**src/rtl/cart_map_pkg.sv**
```systemverilog
package cart_map_pkg;

    localparam int ADDR_W = 28;
    localparam int DATA_W = 16;
    localparam int CTRL_W = 4;

    // Window decode: ROM window is a 32 MiB span, SRAM window a 16 MiB span.
    localparam int ROM_TAG_LSB  = 25;
    localparam int SRAM_TAG_LSB = 24;
    localparam logic [ADDR_W-1:ROM_TAG_LSB]  ROM_TAG  = 3'b100;
    localparam logic [ADDR_W-1:SRAM_TAG_LSB] SRAM_TAG = 4'hE;
    localparam int HALF_BIT = ROM_TAG_LSB - 1;
    localparam logic [ADDR_W-1:0] CTRL_ADDR = 28'h9FF_FFFE;

    // Bit order matters: field order gives bits 3..0.
    typedef struct packed {
        logic wprot;      // bit 3
        logic sdram_rd;   // bit 2, also SRAM bank line
        logic sd_win;     // bit 1
        logic map_sdram;  // bit 0
    } ctrl_t;

    typedef enum logic [1:0] {
        RGN_OTHER = 2'd0,
        RGN_ROM   = 2'd1,
        RGN_SRAM  = 2'd2
    } region_e;

    typedef struct packed {
        logic flash;
        logic sdram;
        logic sd;
        logic sram;
    } sel_t;

    function automatic region_e region_of(input logic [ADDR_W-1:0] a);
        if (a[ADDR_W-1:ROM_TAG_LSB] == ROM_TAG)
            return RGN_ROM;
        else if (a[ADDR_W-1:SRAM_TAG_LSB] == SRAM_TAG)
            return RGN_SRAM;
        else
            return RGN_OTHER;
    endfunction

endpackage

```
**src/rtl/cmc_addr_decode.sv**
```systemverilog
module cmc_addr_decode
    import cart_map_pkg::*;
(
    input  logic [ADDR_W-1:0] addr,
    output region_e           region,
    output logic              upper_half,
    output logic              is_ctrl
);
    always_comb begin
        region     = region_of(addr);
        upper_half = addr[HALF_BIT];
        is_ctrl    = (addr == CTRL_ADDR);
    end
endmodule

```
**src/rtl/cmc_ctrl_reg.sv**
```systemverilog
module cmc_ctrl_reg
    import cart_map_pkg::*;
(
    input  logic              clk,
    input  logic              rst,
    input  logic              wr,
    input  logic              is_ctrl,
    input  logic [DATA_W-1:0] wdata,
    output ctrl_t             ctrl
);
    always_ff @(posedge clk) begin
        if (rst)
            ctrl <= '0;
        else if (wr && is_ctrl)
            ctrl <= ctrl_t'(wdata[CTRL_W-1:0]);
    end
endmodule

```
**src/rtl/cmc_select.sv**
```systemverilog
module cmc_select
    import cart_map_pkg::*;
(
    input  ctrl_t   ctrl,
    input  region_e region,
    input  logic    upper_half,
    input  logic    is_ctrl,
    input  logic    rd,
    input  logic    wr,
    output sel_t    sel
);
    logic active;

    always_comb begin
        active = (rd || wr) && !(wr && is_ctrl);
        sel    = '0;
        if (active) begin
            unique case (region)
                RGN_SRAM: sel.sram = 1'b1;
                RGN_ROM: begin
                    if (ctrl.sd_win && upper_half)
                        sel.sd = 1'b1;
                    else if (!ctrl.map_sdram)
                        sel.flash = 1'b1;
                    else if (wr)
                        sel.sdram = !ctrl.wprot;
                    else
                        sel.sdram = ctrl.sdram_rd;
                end
                default: sel = '0;
            endcase
        end
    end
endmodule

```
**src/rtl/cart_map_ctrl.sv**
```systemverilog
module cart_map_ctrl
    import cart_map_pkg::*;
(
    input  logic              clk,
    input  logic              rst,
    input  logic [ADDR_W-1:0] bus_addr,
    input  logic              bus_rd,
    input  logic              bus_wr,
    input  logic [DATA_W-1:0] bus_wdata,
    output logic              flash_cs,
    output logic              sdram_cs,
    output logic              sd_cs,
    output logic              sram_cs,
    output logic              sram_a16
);
    region_e region;
    logic    upper_half;
    logic    is_ctrl;
    ctrl_t   ctrl_q;
    sel_t    sel;

    cmc_addr_decode u_dec (
        .addr       (bus_addr),
        .region     (region),
        .upper_half (upper_half),
        .is_ctrl    (is_ctrl)
    );

    cmc_ctrl_reg u_reg (
        .clk     (clk),
        .rst     (rst),
        .wr      (bus_wr),
        .is_ctrl (is_ctrl),
        .wdata   (bus_wdata),
        .ctrl    (ctrl_q)
    );

    cmc_select u_sel (
        .ctrl       (ctrl_q),
        .region     (region),
        .upper_half (upper_half),
        .is_ctrl    (is_ctrl),
        .rd         (bus_rd),
        .wr         (bus_wr),
        .sel        (sel)
    );

    assign flash_cs = sel.flash;
    assign sdram_cs = sel.sdram;
    assign sd_cs    = sel.sd;
    assign sram_cs  = sel.sram;
    assign sram_a16 = ctrl_q.sdram_rd;
endmodule

```
**config.mk**
```make
export PLATFORM = sky130hd
export DESIGN_NAME = cart_map_ctrl
export DESIGN_NICKNAME = d
export VERILOG_FILES = /design/src/rtl/cart_map_pkg.sv /design/src/rtl/cmc_addr_decode.sv /design/src/rtl/cmc_ctrl_reg.sv /design/src/rtl/cmc_select.sv /design/src/rtl/cart_map_ctrl.sv
export SDC_FILE = /design/constraint.sdc
export NUM_CORES = 1
export LEC_CHECK = 0
export ABC_AREA = 1
export BUFFER_PORTS_ARGS = -buffer_cell sky130_fd_sc_hd__buf_2
export CAP_MARGIN = 0
export CORE_MARGIN = 2
export CORE_UTILIZATION = 35
export CTS_BUF_LIST = sky130_fd_sc_hd__clkbuf_4
export DETAILED_ROUTE_END_ITERATION = 7
export PLACE_DENSITY = 0.91
export SYNTH_ARGS = -nofsm -noshare
export SYNTH_HDL_FRONTEND = slang
export SYNTH_SLANG_ARGS = --single-unit
```
**constraint.sdc**
```tcl
create_clock -name clk -period 2.1 [get_ports clk]
set_clock_uncertainty 0.1 [all_clocks]
set_input_delay 0.105 -clock clk [delete_from_list [all_inputs] [get_ports clk]]
set_output_delay 0.105 -clock clk [all_outputs]
set_load 0.02 [all_outputs]
```
==> flow_summary.toml <==
[critical_path]
r2r_cells = 2
required_ps = 1890
end_kind = "output pin"
worstPathArrival_ps = 1110
startpoint_type = "register"
critical_path_class = "reg -> out"
critPathMaxFanout = 2

[hold_path]
hp-class = "in -> reg"
hold_depth = 4

[placed_design]
hpwlAfterDp_um = 1070
portBuffers = 40
globalplace.congestion = 0.736

[yosys]
yosysUniqueCellTypes = 12
syn_area_um2 = 463
postSynthCellCount = 93
ys_seq_area_frac = 0.173
ys_ff_latch = 4
synth_nets = 141
avgSynthCellArea_um2 = 4.98
yosysWarnings = 0

[power_and_ir_drop]
comb_power_share = 0.285
cellPowerDensity_mw_per_mm2 = 334
peakVddDrop_v = 0.000174
clkPwrFrac = 0.390
seqPwrFrac = 0.325
internal_power_uw = 174
power_leakage_nw = 0.395
p_sw_uw = 60.9
p_sw_frac = 0.259

[cells_and_area]
max_flop_register = "u_reg.ctrl"
largest_reg_flops = 4
final_common_cell = "buf_2"
area_growth_pct = 52.2
final_cell_mix = "40 x buf_2, 39 x nand2_1, 20 x nor2_1"
drive_gt1_frac = 0.368
n_antenna_cell = 0
nets = 186
top_regs = "u_reg.ctrl: 4 flops"

[cts]
clkLatencyLatePin_ps = 230
clock-sinks = 4
cts_root_buf = "clkbuf_4"
ctsResizeCount = 0
cts_tree = "yes"
cts_hold_buf = 0
postCtsSetupBuffers = 0
cts_buffer_depth = 2
cts_made_buffers = 3
cts.reportedPaths.clkPinSlew_ps = 40
htree_levels = 1

[detailed_routing]
first_pass_iters = 4
drt-initial-drc-count = 4
post-route-drc-count = 0
vias = 671
routed_wl_um = 1190
wl_per_cell_um = 7.86
drtAntennaViolNets = 0
vias_per_cell = 4.44

[global_route]
grt_max_degree = 6
first_global_vias = 575
antenna_found_initial = 0
grt-ovfl-total = 0
grt_pass1_wl_um = 1860
grt_usage = 0.167

[die]
io_pins = 53
dieArea_mm2 = 0.00163
initial_core_util = 0.365
core.rowCount = 13
die_height_um = 40.4
die_x_um = 40.4
core_mm2 = 0.00127

[sta]
rsz0062_at_grt = "false"
max_freq_mhz = 761
fin_crit_ps = 1310
holdWs_ps = 43.9
period_share = 0.626
setup_viol = 0
worst_pin_slew_ps = 240
tns_ps = 0
relSlewSlack = 0.839
slew_viol_final = 0
finalHoldViolCount = 0

[run_status]
status = "finished, final reports clean"

[job]
maxCapViolations = 0
-- routing by layer --
layer  vias up  global-route usage  wire, um
met5         -                   0         0
met4         0              0.0667         0
met3         0              0.0389       100
met2        21               0.353       583
met1       277               0.141       503
li1        373                   -         -
-- logic make-up after synthesis --
logic type / share of synthesized area
buffers and inverters: 0.0973
AO/OA/AOI/OAI: 0.0811
AND/OR/NAND/NOR: 0.649
flip-flops: 0.173
-- area by class of cell --
type,instances,area [um2]
Clock buffer,3,22.5
Fill cell,137,564
Inverter,12,45.0
Multi-Input combinational cell,77,338
Sequential cell,4,80.1
Tap cell,15,18.8
Timing Repair Buffer,40,200
-- power groups by stage --
stage | Combinational, mW | Sequential (mW) | Clock (mW)
finish | 0.0671 | 0.0764 | 0.0917
global route | 0.0765 | 0.0764 | 0.100
CTS | 0.0679 | 0.0764 | 0.0968
detailed placement | 0.0677 | 0.0776 | 0
global placement | 0.0654 | 0.0776 | 0
floorplan | 0.0251 | 0.0776 | 0
-- cells in the mapped netlist (all sizes together) --
cell | instances | area share
nand2 | 40 | 0.33
nor2 | 25 | 0.25
inv | 12 | 0.097
nand3 | 5 | 0.054
a21oi | 4 | 0.043
dfxtp | 4 | 0.17
nand4 | 1 | 0.014
o2111ai | 1 | 0.019
o21ai | 1 | 0.019
-- critical path: stages, from the launching register on --
cell	delay (ps)
dfxtp_1	300
nand2_1	70
inv_1	50
nor2_1	80
o2111ai_1	100
nor2_1	110
buf_2	160
-- per-stage QoR --
stage | util | power [mW] | setup slack, ps | cell area [um2] | std cells
after floorplan | - | 0.103 | 997 | 463 | 93
after global placement | 0.537 | 0.143 | 847 | 682 | 148
after detailed placement | 0.537 | 0.145 | 816 | 682 | 148
after CTS | 0.555 | 0.241 | 770 | 704 | 151
after global routing | 0.555 | 0.253 | 697 | 704 | 151
final | 0.555 | 0.235 | 785 | 704 | 151
-- final timing paths --
kind	start	endpoint	slack, ps
min reg2reg	u_reg.ctrl[0]	u_reg.ctrl[0]	380
max reg2reg	u_reg.ctrl[2]	u_reg.ctrl[2]	1400
min	rst	u_reg.ctrl[2]	40
max	u_reg.ctrl[1]	sdram_cs	790
Power figures use the tool's default switching activity.
